[config.mk]
export PLATFORM = sky130hd
export DESIGN_NAME = ecb_bank
export DESIGN_NICKNAME = d
export VERILOG_FILES = /design/src/rtl/ecb_pkg.sv /design/src/rtl/ecb_counter.sv /design/src/rtl/ecb_snapshot.sv /design/src/rtl/ecb_flags.sv /design/src/rtl/ecb_bank.sv
export SDC_FILE = /design/constraint.sdc
export NUM_CORES = 1
export LEC_CHECK = 0
export BUFFER_PORTS_ARGS = -buffer_cell sky130_fd_sc_hd__clkbuf_2
export CAP_MARGIN = 20
export CORE_MARGIN = 5
export CORE_UTILIZATION = 40
export DETAILED_ROUTE_END_ITERATION = 10
export GPL_TIMING_DRIVEN = 0
export PLACE_DENSITY = 0.57
export SETUP_SLACK_MARGIN = 0.2
export SLEW_MARGIN = 20
export SYNTH_ARGS = -nofsm -noshare
export SYNTH_HDL_FRONTEND = slang
export SYNTH_HIERARCHICAL = 1
export SYNTH_SLANG_ARGS = --single-unit
[constraint.sdc]
create_clock -name clk -period 2.3 [get_ports clk]
set_clock_uncertainty 0.15 [all_clocks]
set_input_delay 0.115 -clock clk [delete_from_list [all_inputs] [get_ports clk]]
set_output_delay 0.115 -clock clk [all_outputs]
set_load 0.03 [all_outputs]
[src/rtl/ecb_pkg.sv]
package ecb_pkg;
   // Counter slot assignment; the first four are the snapshot sources in this order.
   localparam int IDX_CRC  = 0;
   localparam int IDX_EBIT = 1;
   localparam int IDX_FAS  = 2;
   localparam int IDX_BPV  = 3;

   // Width of counter slot idx: the frame-alignment slot is narrow, all others wide.
   function automatic int slot_width(input int idx, input int narrow_w, input int wide_w);
      return (idx == IDX_FAS) ? narrow_w : wide_w;
   endfunction
endpackage

[src/rtl/ecb_counter.sv]
module ecb_counter #(
   parameter int W      = 16,
   parameter int DATA_W = 16
) (
   input  logic              clk,
   input  logic              rst_n,
   input  logic              hold_i,
   input  logic              load_i,
   input  logic [DATA_W-1:0] ldata_i,
   input  logic              inc_i,
   output logic [DATA_W-1:0] val_o,
   output logic              wrap_o
);
   localparam logic [W-1:0] ALL_ONES = '1;

   if (W < 1 || W > DATA_W) begin : g_bad_w
      $error("ecb_counter: W must lie in 1..DATA_W");
   end

   logic [W-1:0] cnt_q;

   // Increment applies only when neither hold nor load takes the cycle.
   assign wrap_o = inc_i & ~hold_i & ~load_i & (cnt_q == ALL_ONES);

   always_ff @(posedge clk or negedge rst_n) begin
      if (!rst_n)      cnt_q <= '0;
      else if (hold_i) cnt_q <= '0;
      else if (load_i) cnt_q <= ldata_i[W-1:0];
      else if (inc_i)  cnt_q <= cnt_q + 1'b1;
   end

   if (W == DATA_W) begin : g_full
      assign val_o = cnt_q;
   end else begin : g_ext
      assign val_o = {{(DATA_W-W){1'b0}}, cnt_q};
   end
endmodule

[src/rtl/ecb_snapshot.sv]
module ecb_snapshot #(
   parameter int NUM_SNAP = 4,
   parameter int DATA_W   = 16
) (
   input  logic                             clk,
   input  logic                             rst_n,
   input  logic                             tick_i,
   input  logic [NUM_SNAP-1:0][DATA_W-1:0]  src_i,
   output logic [NUM_SNAP-1:0][DATA_W-1:0]  snap_o
);
   for (genvar k = 0; k < NUM_SNAP; k++) begin : g_snap
      always_ff @(posedge clk or negedge rst_n) begin
         if (!rst_n)      snap_o[k] <= '0;
         else if (tick_i) snap_o[k] <= src_i[k];
      end
   end
endmodule

[src/rtl/ecb_flags.sv]
module ecb_flags #(
   parameter int N = 9
) (
   input  logic         clk,
   input  logic         rst_n,
   input  logic [N-1:0] evt_i,
   input  logic [N-1:0] wrap_i,
   input  logic [N-1:0] evf_clr_i,
   input  logic         ovf_rd_i,
   input  logic         emask_we_i,
   input  logic         omask_we_i,
   input  logic [N-1:0] mask_wdata_i,
   output logic [N-1:0] evf_q,
   output logic [N-1:0] ovf_q,
   output logic [N-1:0] emask_q,
   output logic [N-1:0] omask_q,
   output logic         irq_o
);
   logic [N-1:0] evf_d, ovf_d;

   // New sets are merged after the clear so a same-cycle set survives.
   assign evf_d = (evf_q & ~evf_clr_i) | evt_i;
   assign ovf_d = (ovf_q & ~{N{ovf_rd_i}}) | wrap_i;

   always_ff @(posedge clk or negedge rst_n) begin
      if (!rst_n) begin
         evf_q   <= '0;
         ovf_q   <= '0;
         emask_q <= '0;
         omask_q <= '0;
      end else begin
         evf_q <= evf_d;
         ovf_q <= ovf_d;
         if (emask_we_i) emask_q <= mask_wdata_i;
         if (omask_we_i) omask_q <= mask_wdata_i;
      end
   end

   assign irq_o = |((evf_q & emask_q) | (ovf_q & omask_q));
endmodule

[src/rtl/ecb_bank.sv]
module ecb_bank
   import ecb_pkg::*;
#(
   parameter int NUM_CNT  = 9,
   parameter int NUM_SNAP = 4,
   parameter int CNT_W    = 16,
   parameter int FAS_W    = 8,
   parameter int DATA_W   = 16,
   parameter int ADDR_W   = 5
) (
   input  logic                clk,
   input  logic                rst_n,
   input  logic [NUM_CNT-1:0]  evt_i,
   input  logic                sec_tick_i,
   input  logic                wr_en_i,
   input  logic                rd_en_i,
   input  logic [ADDR_W-1:0]   addr_i,
   input  logic [DATA_W-1:0]   wdata_i,
   output logic [DATA_W-1:0]   rdata_o,
   output logic                irq_o
);
   localparam int LAST_ADDR = NUM_CNT + NUM_SNAP + 4;
   localparam logic [ADDR_W-1:0] A_SNAP0 = ADDR_W'(NUM_CNT);
   localparam logic [ADDR_W-1:0] A_OVF   = ADDR_W'(NUM_CNT + NUM_SNAP);
   localparam logic [ADDR_W-1:0] A_EVF   = ADDR_W'(NUM_CNT + NUM_SNAP + 1);
   localparam logic [ADDR_W-1:0] A_EMSK  = ADDR_W'(NUM_CNT + NUM_SNAP + 2);
   localparam logic [ADDR_W-1:0] A_OMSK  = ADDR_W'(NUM_CNT + NUM_SNAP + 3);
   localparam logic [ADDR_W-1:0] A_CTRL  = ADDR_W'(LAST_ADDR);

   if (NUM_SNAP > NUM_CNT || NUM_SNAP < 1) begin : g_bad_snap
      $error("ecb_bank: NUM_SNAP must lie in 1..NUM_CNT");
   end
   if (DATA_W < NUM_CNT) begin : g_bad_dw
      $error("ecb_bank: DATA_W must hold one bit per counter");
   end
   if ((1 << ADDR_W) <= LAST_ADDR) begin : g_bad_aw
      $error("ecb_bank: ADDR_W too small for the register map");
   end
   if (CNT_W > DATA_W || FAS_W > DATA_W) begin : g_bad_cw
      $error("ecb_bank: counter widths must not exceed DATA_W");
   end

   logic [NUM_CNT-1:0][DATA_W-1:0]  cnt_val;
   logic [NUM_SNAP-1:0][DATA_W-1:0] snap_val;
   logic [NUM_CNT-1:0]              cnt_load, cnt_wrap;
   logic [NUM_CNT-1:0]              evf_q, ovf_q, emask_q, omask_q, evf_clr;
   logic                            hold_q;
   logic                            ovf_rd;
   logic [DATA_W-1:0]               rd_val;

   // Control register: bit 0 is the hold-clear bit.
   always_ff @(posedge clk or negedge rst_n) begin
      if (!rst_n)                              hold_q <= 1'b0;
      else if (wr_en_i && addr_i == A_CTRL)    hold_q <= wdata_i[0];
   end

   for (genvar i = 0; i < NUM_CNT; i++) begin : g_cnt
      localparam int CW = slot_width(i, FAS_W, CNT_W);
      assign cnt_load[i] = wr_en_i && (addr_i == ADDR_W'(i));
      ecb_counter #(.W(CW), .DATA_W(DATA_W)) u_cnt (
         .clk     (clk),
         .rst_n   (rst_n),
         .hold_i  (hold_q),
         .load_i  (cnt_load[i]),
         .ldata_i (wdata_i),
         .inc_i   (evt_i[i]),
         .val_o   (cnt_val[i]),
         .wrap_o  (cnt_wrap[i])
      );
   end

   ecb_snapshot #(.NUM_SNAP(NUM_SNAP), .DATA_W(DATA_W)) u_snap (
      .clk    (clk),
      .rst_n  (rst_n),
      .tick_i (sec_tick_i),
      .src_i  (cnt_val[NUM_SNAP-1:0]),
      .snap_o (snap_val)
   );

   assign evf_clr = (wr_en_i && addr_i == A_EVF) ? wdata_i[NUM_CNT-1:0] : '0;
   assign ovf_rd  = rd_en_i && (addr_i == A_OVF);

   ecb_flags #(.N(NUM_CNT)) u_flags (
      .clk          (clk),
      .rst_n        (rst_n),
      .evt_i        (evt_i),
      .wrap_i       (cnt_wrap),
      .evf_clr_i    (evf_clr),
      .ovf_rd_i     (ovf_rd),
      .emask_we_i   (wr_en_i && addr_i == A_EMSK),
      .omask_we_i   (wr_en_i && addr_i == A_OMSK),
      .mask_wdata_i (wdata_i[NUM_CNT-1:0]),
      .evf_q        (evf_q),
      .ovf_q        (ovf_q),
      .emask_q      (emask_q),
      .omask_q      (omask_q),
      .irq_o        (irq_o)
   );

   // Read mux: counters, then snapshots, then the fixed registers.
   always_comb begin
      rd_val = '0;
      for (int i = 0; i < NUM_CNT; i++)
         if (addr_i == ADDR_W'(i)) rd_val = cnt_val[i];
      for (int k = 0; k < NUM_SNAP; k++)
         if (addr_i == A_SNAP0 + ADDR_W'(k)) rd_val = snap_val[k];
      if (addr_i == A_OVF)  rd_val = DATA_W'(ovf_q);
      if (addr_i == A_EVF)  rd_val = DATA_W'(evf_q);
      if (addr_i == A_EMSK) rd_val = DATA_W'(emask_q);
      if (addr_i == A_OMSK) rd_val = DATA_W'(omask_q);
      if (addr_i == A_CTRL) rd_val = DATA_W'(hold_q);
   end

   always_ff @(posedge clk or negedge rst_n) begin
      if (!rst_n)       rdata_o <= '0;
      else if (rd_en_i) rdata_o <= rd_val;
   end
endmodule

== Word-level counts from Yosys, hierarchy flattened ==
Index checks and enable logic that the tools add are counted.
W data, S select, Z words.

* Output and inout bits: 17
* RAM bits: 0
* Logic and storage cells: 171
* Register bits: 245
* Memories kept: 0
* Memory bits (read-only): 0
* Bits in latches: 0

* Multiplexer cells: 46
* Shift operators: 0
* Eq/ne operators: 26
* Divide/modulo/power cells: 0
* Bitwise logic cells: 46
* Reductions and logical operators: 25
* Order comparisons: 0
* Add/sub/neg operators: 9
* Multiply operators: 0

{| class="wikitable"
|+ Operators with widths
! kind !! number
|-
| $mux W16 || 42
|-
| $add A16 B1 Y16 const B || 8
|-
| $eq A16 B16 Y1 const B || 8
|-
| $eq A5 B4 Y1 const B || 8
|-
| $and A9 B9 Y9 || 4
|-
| $and A1 B1 Y1 || 27
|-
| $or A9 B9 Y9 || 3
|-
| $reduce_bool A3 Y1 || 9
|-
| $mux W8 || 3
|-
| $eq A5 B3 Y1 const B || 4
|-
| $not A9 Y9 || 2
|-
| $logic_and A1 B1 Y1 || 14
|-
| $eq A5 B2 Y1 const B || 2
|-
| $eq A5 B5 Y1 const B || 2
|-
| $not A1 Y1 || 10
|-
| $mux W9 || 1
|-
| $reduce_or A9 Y1 || 1
|-
| $add A8 B1 Y8 const B || 1
|-
| $eq A8 B8 Y1 const B || 1
|-
| $eq A5 B1 Y1 const B || 1
|-
| $logic_not A5 Y1 || 1
|}

== Depth between registers and ports, before layout ==
Gate-level depths: netlist of the first run.

* Depth after elaboration: 19
* Depth in mapped cells: 11
* Gate-level depth less buffers: 7

== Cells and area by module ==
Netlist of the first run, hierarchy kept.

{| class="wikitable"
|+ Modules (own cells, without submodules)
! module !! area each (um^2) !! times used !! cells an instance
|-
| ecb_counter (g_cnt[3].u_cnt ...) || 1,062.3 || 6 || 114
|-
| ecb_bank || 3,578.4 || 1 || 502
|-
| ecb_snapshot || 2,678.8 || 1 || 135
|-
| ecb_counter (g_cnt[0].u_cnt ...) || 1,008.5 || 2 || 114
|-
| ecb_flags || 1,392.6 || 1 || 95
|-
| ecb_counter (g_cnt[2].u_cnt) || 524.3 || 1 || 60
|}

== Worst setup path before layout of the first run ==
OpenSTA, ideal clock, no wires.

* Kind: input-to-reg
* Start point: in addr_i[1]
* End point: reg g_cnt[1].u_cnt.cnt_q[2]
* Slack: -0.097 ns
* Cell stages on the path: 10
* Arrival time: 2.115 ns
* Library setup time: 0.132 ns
* Path buffers: 5
* Path through: buf_6 -> buf_4 -> buf_2 -> nor3_1 -> nand2_1 -> nor2_1 -> clkbuf_1 -> buf_1 -> mux2i_1 -> nor2_1

* Longest elaborated chain between the ends: 4
* Elaborated cells on any way between the ends: 5
* Those cells by class: 1 x eq/ne; 2 x mux; 2 x reduce/logical

{| class="wikitable"
|+ RTL lines
! element !! line !! RTL
|-
| start, declared || ecb_bank.sv:17 || <nowiki>input logic [ADDR_W-1:0] addr_i,</nowiki>
|-
| $eq A5 B1 Y1 (*) || ecb_bank.sv:59 || <nowiki>assign cnt_load[i] = wr_en_i && (addr_i == ADDR_W'(i));</nowiki>
|-
| $logic_and A1 B1 Y1 (*) || ecb_bank.sv:59 ||
|-
| via cnt_load[1] || ecb_bank.sv:45 || <nowiki>logic [NUM_CNT-1:0] cnt_load, cnt_wrap;</nowiki>
|-
| $mux W16 || ecb_counter.sv:28 || <nowiki>else if (load_i) cnt_q <= ldata_i[W-1:0];</nowiki>
|-
| $mux W16 || ecb_counter.sv:27 || <nowiki>else if (hold_i) cnt_q <= '0;</nowiki>
|-
| end signal, assigned || ecb_counter.sv:28 ||
|-
| end signal, assigned || ecb_counter.sv:29 || <nowiki>else if (inc_i) cnt_q <= cnt_q + 1'b1;</nowiki>
|-
| end, declared || ecb_counter.sv:20 || <nowiki>logic [W-1:0] cnt_q;</nowiki>
|}

Mark *: on every way through the listed nets, which the timed path passes. The rest lies on a longest branch.
A chain may end at the register's enable or synchronous reset.

== Worst setup path after layout of the first run ==
* Start point: reg u_flags.evf_q[3]
* End point: out irq_o

* Longest elaborated chain between the ends: 3

{| class="wikitable"
|+ RTL lines
! element !! line !! RTL
|-
| start, declared || ecb_flags.sv:13 || <nowiki>output logic [N-1:0] evf_q,</nowiki>
|-
| start signal, assigned || ecb_flags.sv:32 || <nowiki>evf_q <= evf_d;</nowiki>
|-
| $and A9 B9 Y9 || ecb_flags.sv:39 || <nowiki>assign irq_o = |((evf_q & emask_q) | (ovf_q & omask_q));</nowiki>
|-
| $or A9 B9 Y9 || ecb_flags.sv:39 ||
|-
| $reduce_or A9 Y1 || ecb_flags.sv:39 ||
|-
| end, declared || ecb_bank.sv:20 || <nowiki>output logic irq_o</nowiki>
|}

No other way between the ends.

==> flow_results.org, run 1 <==
** Worst setup path
- Endpoint of the most critical register-to-register path :: rdata_o[9]
- Reg2Reg Depth :: 5
- STA puts the critical path data required time at 2040 ps.
- Worst Setup End Kind :: output port
- Crit path max fanout :: 3
- Type of element launching the critical path :: flip-flop
- Beginning of the worst register-to-register path :: g_cnt[0].u_cnt/val_o[9]
- By startpoint and endpoint, the worst setup path is classified as flip-flop to output port.
- Worst-case register-to-register setup slack :: ~230 ps
- Data on the critical path arrives at its endpoint at between 1500 and 2000 ps.

** Place
- Routability-driven placement finished with a final weighted congestion of ~1.1.
- Setup Slack @ Placement :: -849.2 ps
- After legalization and detailed placement, the total HPWL measured 51.79 mm.
- Buffers placed on the I/O ports in this run total 50.

** Timing
- Setup repair after global routing could not meet its margin everywhere.
- The worst path in the final design needs a cycle of 2146 ps, including I/O delays and setup.
- Worst Hold Slack :: around 23 ps
- Post-route clock period utilization :: 0.9328
- The worst path meets setup with ~150 ps of slack.
- For this run, the top clock speed supported by timing is ~470 MHz.
- Count of pins over their slew limit :: 0
- Relative slew slack :: 0.4633
- Setup violation total in the final timing report :: 0
- Final Hold Vio Count :: 0
- For the pin with the worst max-slew slack, the measured transition is 805.0 ps.

** Floorplan
- # rows :: 74
- The initial utilization of the core area, before any placement, comes to 0.4048.
- The core region is about 40000 sq um.
- Die Y-Extent :: 213.5 microns
- IO Pins :: 52
- Die boundary width :: around 210 microns
- Die area :: approximately 46000 sq um

** Routing
- DR vias :: around 15000
- Antenna Violating Nets Remaining :: 0
- Summed over all layers, the routed wires come to 70.84 mm.
- In the final routed layout, each cell accounts on average for around 30 microns.
- Count of TritonRoute iterations in the first routing pass :: 6
- In the routed layout, each cell is associated on average with a via count of between 6 and 7.
- 1st-iter DRT viols :: approximately 1800
- Total DRC errors in the routed layout :: 0

** CTS
- TritonCTS clock tree :: built
- The H-tree was split into 2 levels.
- The clock net in this run drives a total of about 250 sinks.
- No sink is reached through more buffers than the 3 on the longest clock path.
- Clk pin slew, worst setup/hold paths :: approximately 50 ps
- TritonCTS Buffers :: 34
- Clock latency on the worst-skew pair :: around 560 ps
- Buffer cell driving the clock tree root :: sky130_fd_sc_hd__clkbuf_16

** Yosys
- The number of different library cells used by synthesis comes to 90.
- Yosys printed 6 warnings.
- EDFF count, synth :: 0
- After synthesis the netlist holds a flip-flop and latch count of about 250.
- sky130_fd_sc_hd__dfrtp_1 is the most common cell in the netlist.
- Asr flop ratio synth :: 1.000
- Synth Flop Type :: sky130_fd_sc_hd__dfrtp_1
- Area contributors post-synth :: sky130_fd_sc_hd__dfrtp_1 38%, sky130_fd_sc_hd__mux2_4 5.4%, sky130_fd_sc_hd__a21oi_1 4.0%
- Average footprint of a synthesized cell :: 9.721 sq um
- The synthesized netlist occupies a cell area of about 17000 sq um.
- Cell count after synthesis :: around 1700
- Of the post-synthesis cell area, the dominant cell type holds 0.3822.
- For this run, the register share of the synthesized area comes to 0.3822.
- Of all cell types, the one taking the most synthesized area is sky130_fd_sc_hd__dfrtp_1.
- After synthesis, the most frequently instantiated cells are 253 x sky130_fd_sc_hd__dfrtp_1, 131 x sky130_fd_sc_hd__a21oi_1, 118 x sky130_fd_sc_hd__nor2_1.

** Cells and area
- Area growth from synthesis to final layout :: 16.04%
- Final layout net count :: 1874
- Of the cells placed in the final design, the portion with a size suffix greater than 1 is 0.2110.
- Final core utilization :: 0.4697
- The number of antenna diodes in the final layout is 0.

** Flow run
- Across the run, the number of max-cap violations was 0.

** Global routing
- For this run the aggregate overflow at the end of global routing stands at 0.
- Total routing resource utilization after global routing :: 0.3068
- Maximum number of pins on one net before global-route repair :: 87
- The first global-routing pass estimated 102.0 mm of wire.
- The number of antenna violations at the first check in global routing came to 4.
- Number of global-route vias before repair :: between 10000 and 15000

** Power and ir drop
- Areal power density over the cells :: around 830 nW/um^2
- For this design the static power due to leakage is approximately 0.0087 uW.
- Overall power after layout :: 16000 uW
- Max VDD drop :: 0.0005001 V

** Worst hold path
- In this run the worst hold path is classified as input port to async pin.

** Outcome
- Result of the run :: complete, no violations
==> cell families (layout without fill, tap and decap cells) <==
kind of cell | Yosys count | count (layout) | share of synthesized area
xor gates and xnor gates | 108 | 108 | 0.05710
AOI/OAI and AO/OA | 442 | 442 | 0.1858
DFF | 253 | 253 | 0.3822
buffers and inverters | 222 | 364 | 0.07795
and+or+nand+nor | 536 | 536 | 0.1888
adders and majority gates | 9 | 9 | 0.006798
other | 1 | 8 | 0.0002264
muxes | 133 | 133 | 0.1011
==> layout by cell type, fill, tap and decap left out, drive strengths merged, types with 12 or more instances in the layout <==
master       Yosys  layout
dfrtp          253     253
clkbuf          45     147
a21oi          137     137
nor2           120     120
inv            108     108
mux2            94      94
buf             68      81
nand2           78      78
o21a            77      77
xor2            60      60
nand4           56      56
nor3            51      51
nor4            49      49
xnor2           48      48
nand3           48      48
o21ai           40      40
mux2i           39      39
a21o            32      32
and3            27      27
nor2b           27      27
nand2b          17      17
dlygate4sd3      0      17
or3             17      17
a22o            14      14
o221ai          14      14
a32oi           12      12
==> worst max-delay path: stages (launching register included) <==
cell and delay [ps]:
sky130_fd_sc_hd__dfrtp_1 410, sky130_fd_sc_hd__a22o_1 250, sky130_fd_sc_hd__a221oi_2 200, sky130_fd_sc_hd__and3_1 190
sky130_fd_sc_hd__nand4_1 100, sky130_fd_sc_hd__clkbuf_8 180
==> layout make-up <==
type,instances,area (sq um)
clock buffer,49,998.5
inverter,109,409.1
buffer,113,910.9
timing repair buffer,83,630.6
fill,3945,21700
clock inverter,10,125.1
sequential,253,6340
multi-input combinational,1236,9143
tap,532,665.6
==> per-stage QoR <==
step	std cells	instance area, sq um	setup TNS [ps]
floorplan	1711	16600	0
global placement	2293	17520	-1226160
detailed placement	2296	17610	-51860
CTS	2376	19060	0
global route	2385	19220	0
finish	2385	19220	0
==> how the worst max path moves through the flow <==
stage | start | depth (start not counted) | slack (ps) | end
after detailed placement | addr_i[1] | 11 | -850 | g_cnt[1].u_cnt/val_o[11]
final | u_flags/evf_q[3] | 5 | 150 | irq_o
after global placement | rst_n | 1 | -4640 | g_cnt[4].u_cnt/val_o[0]
after floorplan | addr_i[1] | 10 | 240 | g_cnt[1].u_cnt/val_o[11]
after CTS | g_cnt[0].u_cnt/val_o[1] | 5 | 120 | u_flags/ovf_q[0]
after global routing | u_flags/evf_q[3] | 5 | 80 | irq_o
==> flip-flops by register name, summed over array words and instances, names as in the netlist <==
name,cells
u_flags/emask_q,9
g_cnt.u_cnt/val_o,128
u_flags/evf_q,9
g_cnt.u_cnt/cnt_q,8
hold_q,1
rdata_o,16
u_flags/ovf_q,9
u_snap/snap_o,64
u_flags/omask_q,9
==> power breakdown <==
part	internal [uW]	switching, uW
Combinational	1760	2040
Sequential	5240	1590
Clock	3250	2130
Total	10300	5750
==> routing by layer <==
metal,GRT usage,part of all wire,up-vias
met5,0,0.00017,-
met4,0.1206,0.044,2
met3,0.04653,0.080,159
met2,0.4685,0.44,736
met1,0.4403,0.44,7537
li1,-,-,6465
==> repair_timing <==
action | in CTS | in global routing
cloned | 0 | 0
gates resized for setup | 32 | 24
hold buffers | 18 | 0
pin swaps | 2 | 5
setup buffers | 3 | 9
hold endpoints to repair | 212 | 0
setup endpoints to repair | 49 | 43
Note: power is estimated with default switching activity, not from simulation.
==> run 2: changes to the inputs <==
Settings changed: PLACE_DENSITY 0.57 to 0.58, SYNTH_HIERARCHICAL 1 to unset.
==> run 2 against run 1 <==
Compared with the run above: the flow now finishes with violations (negative hold slack); global-route usage decreased by 0.74 points; total power decreased by 8.0%; sequential share of layout area increased by 3.6 points; critical path type unchanged; critical endpoint unchanged.
==> flow_results.org, run 2 <==
** Cells and area
- Final layout net count :: 1658 (was 1874)
- Flip-flop count of the largest register, all copies and words added :: 128 (unchanged)
- The fill cell instance count of the final layout came to 3440 (was 3945).
- Share of cells above drive strength 1 :: 0.1909 (was 0.2110)
- Top library cells by usage in the layout, fill and taps aside: 233 x sky130_fd_sc_hd__dfrtp_1, 172 x sky130_fd_sc_hd__nor2_1, 131 x sky130_fd_sc_hd__a211oi_1 (was 246 x sky130_fd_sc_hd__dfrtp_1, 131 x sky130_fd_sc_hd__a21oi_1, 115 x sky130_fd_sc_hd__nor2_1).
- The most common cell after layout, fill and taps aside is sky130_fd_sc_hd__dfrtp_1 (unchanged).
- The area overhead of the layout relative to synthesis was 15.44% (was 16.04%).

** CTS
- The clock root buffer was sky130_fd_sc_hd__clkbuf_16 (unchanged).
- The clock tree buffer depth came to 3 (unchanged).
- The CTS sink count came to 245 (was 253).
- The H-tree depth is 1 (was 2).
- TritonCTS Buffers :: 29 (was 34)
- The clock slew seen by the registers of the worst setup and hold paths came to 60 ps (was 50 ps).
- The clock latency at the later pin of the worst-skew pair came to 580 ps (was 560 ps).
- The clock tree from TritonCTS is built (unchanged).

** Yosys
- Synthesized net count :: ~1600
- The cell type with the largest total area after synthesis was sky130_fd_sc_hd__dfrtp_1 (unchanged).
- Cell count after synthesis :: 1509 (was 1704)
- The part of the Yosys area used for sequential elements is 0.4216 (was 0.3822).
- The Yosys warning count is 0 (was 6).
- Area contributors post-synth :: sky130_fd_sc_hd__dfrtp_1 42%, sky130_fd_sc_hd__mux2_2 7.1%, sky130_fd_sc_hd__a211oi_1 6.8% (was sky130_fd_sc_hd__dfrtp_1 38%, sky130_fd_sc_hd__mux2_4 5.4%, sky130_fd_sc_hd__a21oi_1 4.0%)
- Asr flop ratio synth :: 1.000 (unchanged)
- The number of flops mapped to enable cells by yosys was 0 (unchanged).
- Total standard cell area after synthesis :: 14540 sq um (was 16560 sq um)
- Most frequent cells after synthesis: 245 x sky130_fd_sc_hd__dfrtp_1, 174 x sky130_fd_sc_hd__nor2_1, 131 x sky130_fd_sc_hd__a211oi_1 (was 253 x sky130_fd_sc_hd__dfrtp_1, 131 x sky130_fd_sc_hd__a21oi_1, 118 x sky130_fd_sc_hd__nor2_1).
- The prevailing post-synth register cell is sky130_fd_sc_hd__dfrtp_1 (unchanged).
- The fraction of post-synthesis cell area in the top cell type by area is 0.4216 (was 0.3822).
- The most instantiated library cell after synthesis is sky130_fd_sc_hd__dfrtp_1 (unchanged).
- The number of distinct library cells after synthesis came to 79 (was 90).
- The post-synthesis average cell area is 9.637 sq um (was 9.721 sq um).
- The number of synthesized register bits was 245 (was 253).

** Floorplan
- The height of the die came to 200.7 microns (was 213.5 microns).
- The horizontal extent of the die came to 200.7 microns (was 213.5 microns).
- The area of the core is 35740 sq um (was 40920 sq um).
- The initial standard-cell utilization of the core was 0.4069 (was 0.4048).
- IO Pins :: 52 (unchanged)
- # rows :: 69 (was 74)
- The die area came to 40270 sq um (was 45580 sq um).

** Outcome
- Result of the run: complete, but fails checks (was complete, no violations).
- Failing checks :: negative hold slack

** Global routing
- The sum of overflow across all layers after global routing came to 0 (unchanged).
- The number of antenna violations at the first check in global routing is 1 (was 4).
- The wire length of the first global-routing pass was 90.76 mm (was 102.0 mm).
- The combined global-route utilization of all metal layers is 0.2994 (was 0.3068).
- Maximum number of pins on one net before global-route repair :: 87 (unchanged)
- The via count of the first global-routing pass was 13100 (was 14240).

** Place
- The post-placement worst setup slack was -727.4 ps (was -849.2 ps).
- Dpl hpwl :: 44.82 mm (was 51.79 mm)
- GPL Wtd Cong :: 1.019 (was 1.068)
- The count of buffers from port buffering was 36 (was 50).

** Worst setup path
- Startpoint-to-endpoint class of the critical path :: flip-flop to output port (unchanged)
- The maximum single-stage delay on the critical path was 410 ps (about the same).
- The data arrival time of the critical path came to 1930 ps (was 1880 ps).
- Type of element launching the critical path :: flip-flop (unchanged)
- Worst path cell trace :: a22o_1, a221oi_2, and3_1, nand4_1, clkbuf_8 (unchanged)
- The required time of the critical path came to 2040 ps (about the same).
- Worst Setup End Kind :: output port (unchanged)
- Crit path max fanout :: 2 (was 3)
- The buffering stage count on the worst path with inverters included is 1 (unchanged).
- The critical path's slowest cell was sky130_fd_sc_hd__dfrtp_1 (unchanged).
- CP delay by family, top :: compound AO/OA/AOI/OAI gates (unchanged)

** Timing
- Unrepaired setup endpoints after global routing :: true (unchanged)
- Worst Hold Slack :: -27.75 ps (was 22.80 ps)
- The number of slew-limit violations in the final report came to 0 (unchanged).
- The final period utilization was 0.9526 (was 0.9328).
- Pin slew with the least headroom to its limit :: 1161 ps (was 805.0 ps)
- Final Hold Vio Count :: 8 (was 0)
- The relative slew slack came to 0.2259 (was 0.4633).
- Worst Setup Slack, final :: 109.1 ps (was 154.5 ps)
- Post-route minimum period :: 2191 ps (was 2146 ps)
- Setup violation total in the final timing report :: 0 (unchanged)
- Top achievable clock speed :: 456.4 MHz (was 466.1 MHz)

** Routing
- Detailed Route WL :: 62.68 mm (was 70.84 mm)
- The post-route antenna net violation count came to 0 (unchanged).
- The DRC violation count after routing was 0 (unchanged).
- The wire length per cell after detailed routing came to 29.98 microns (was 29.70 microns).
- The average vias per placed instance is 6.534 (was 6.247).
- DR vias :: 13660 (was 14900)
- Count of TritonRoute iterations in the first routing pass :: 6 (unchanged)
- 1st-iter DRT viols :: 1573 (was 1809)

** Power and ir drop
- Max VDD drop :: 0.0005555 V (was 0.0005001 V)
- Overall power after layout :: 14730 uW (was 16000 uW)
- The areal power density over the cells came to 877.3 nW/um^2 (was 832.6 nW/um^2).
- Leakage :: 0.006805 uW (was 0.008656 uW)

** Flow run
- The count of max-cap constraint violations is 0 (unchanged).

** Worst hold path
- Hold crit path type :: input port to async pin (unchanged)
[run 2: cell count changes after synthesis, moves of 38 or more]
cell	delta
sky130_fd_sc_hd__clkbuf_1	+38
sky130_fd_sc_hd__inv_1	-81
sky130_fd_sc_hd__mux2_4	-60
sky130_fd_sc_hd__a211oi_1	+123
sky130_fd_sc_hd__o21a_1	-76
sky130_fd_sc_hd__a21oi_1	-99
sky130_fd_sc_hd__nor2_1	+56
sky130_fd_sc_hd__nor4_1	-38
sky130_fd_sc_hd__mux2_2	+58
[run 2: logic make-up after synthesis]
group,share of synthesized area
muxes,0.1011
AOI/OAI and AO/OA,0.1697
adders and majority gates,0.007743
buffers and inverters,0.04698
xor gates and xnor gates,0.06986
DFF,0.4216
and+or+nand+nor,0.1830
[run 2: power breakdown]
group	leakage (uW)	total (uW)	switching (uW)	internal [uW]
Sequential	0.00318	6630	1400	5240
Clock	0.000456	4570	1900	2670
Combinational	0.00316	3520	1970	1550
Total	0.00681	14700	5270	9460
[run 2: final timing paths]
kind	to	depth (start not counted)	from	slack, ps
max	irq_o	5	u_flags.emask_q[6]	110
max in group asynchronous	g_cnt[6].u_cnt.val_o[1]	4	rst_n	630
min reg2reg	u_snap.snap_o[20]	1	u_snap.snap_o[20]	360
max reg2reg	g_cnt[0].u_cnt.val_o[3]	4	hold_q	200
min in group clk	u_snap.snap_o[39]	2	sec_tick_i	20
min	g_cnt[1].u_cnt.val_o[4]	2	rst_n	-30
[run 2: layout make-up]
type | instances | area [sq um] | share of cell area
clock inverter | 5 | 53.80 | 0.003205
timing repair buffer | 74 | 593.1 | 0.03533
inverter | 28 | 105.1 | 0.006260
clock buffer | 41 | 860.8 | 0.05127
multi-input combinational | 1113 | 7836 | 0.4668
tap | 461 | 576.8 | 0.03436
sequential | 245 | 6146 | 0.3661
antenna | 1 | 2.502 | 0.0001491
buffer | 123 | 614.3 | 0.03659
[run 2: through the flow]
stage / hold WS (ps) / cells / TNS, ps / util / instance area [sq um]
2_1_floorplan: -330.6 / 1509 / 0 / - / 14540
3_3_place_gp: 230.7 / 2006 / -1096580 / 0.4281 / 15300
3_5_place_dp: 36.86 / 2008 / -41120 / 0.4301 / 15370
4_1_cts: 1.346 / 2088 / 0 / 0.4667 / 16680
5_1_grt: 24.46 / 2090 / 0 / 0.4696 / 16790
6_report: -27.75 / 2091 / 0 / 0.4697 / 16790
[run 2: worst register-to-register path: stages (launching register included)]
cell	delay, ps
sky130_fd_sc_hd__dfrtp_1	490
sky130_fd_sc_hd__clkbuf_2	380
sky130_fd_sc_hd__clkbuf_4	390
sky130_fd_sc_hd__clkbuf_1	440
sky130_fd_sc_hd__a211oi_1	100
[run 2: what timing repair did]
item,CTS,global route
buffers inserted,6,2
endpoints found under the setup margin,104,30
endpoints found under the hold margin,264,0
pin swaps,3,4
hold buffers,28,0
resized for setup,22,32
[run 2: routing by layer]
metal,global-route usage,wire (microns)
met5,0.01071,52
met1,0.4251,26920
met3,0.04895,5009
met4,0.1293,3356
met2,0.4532,27340
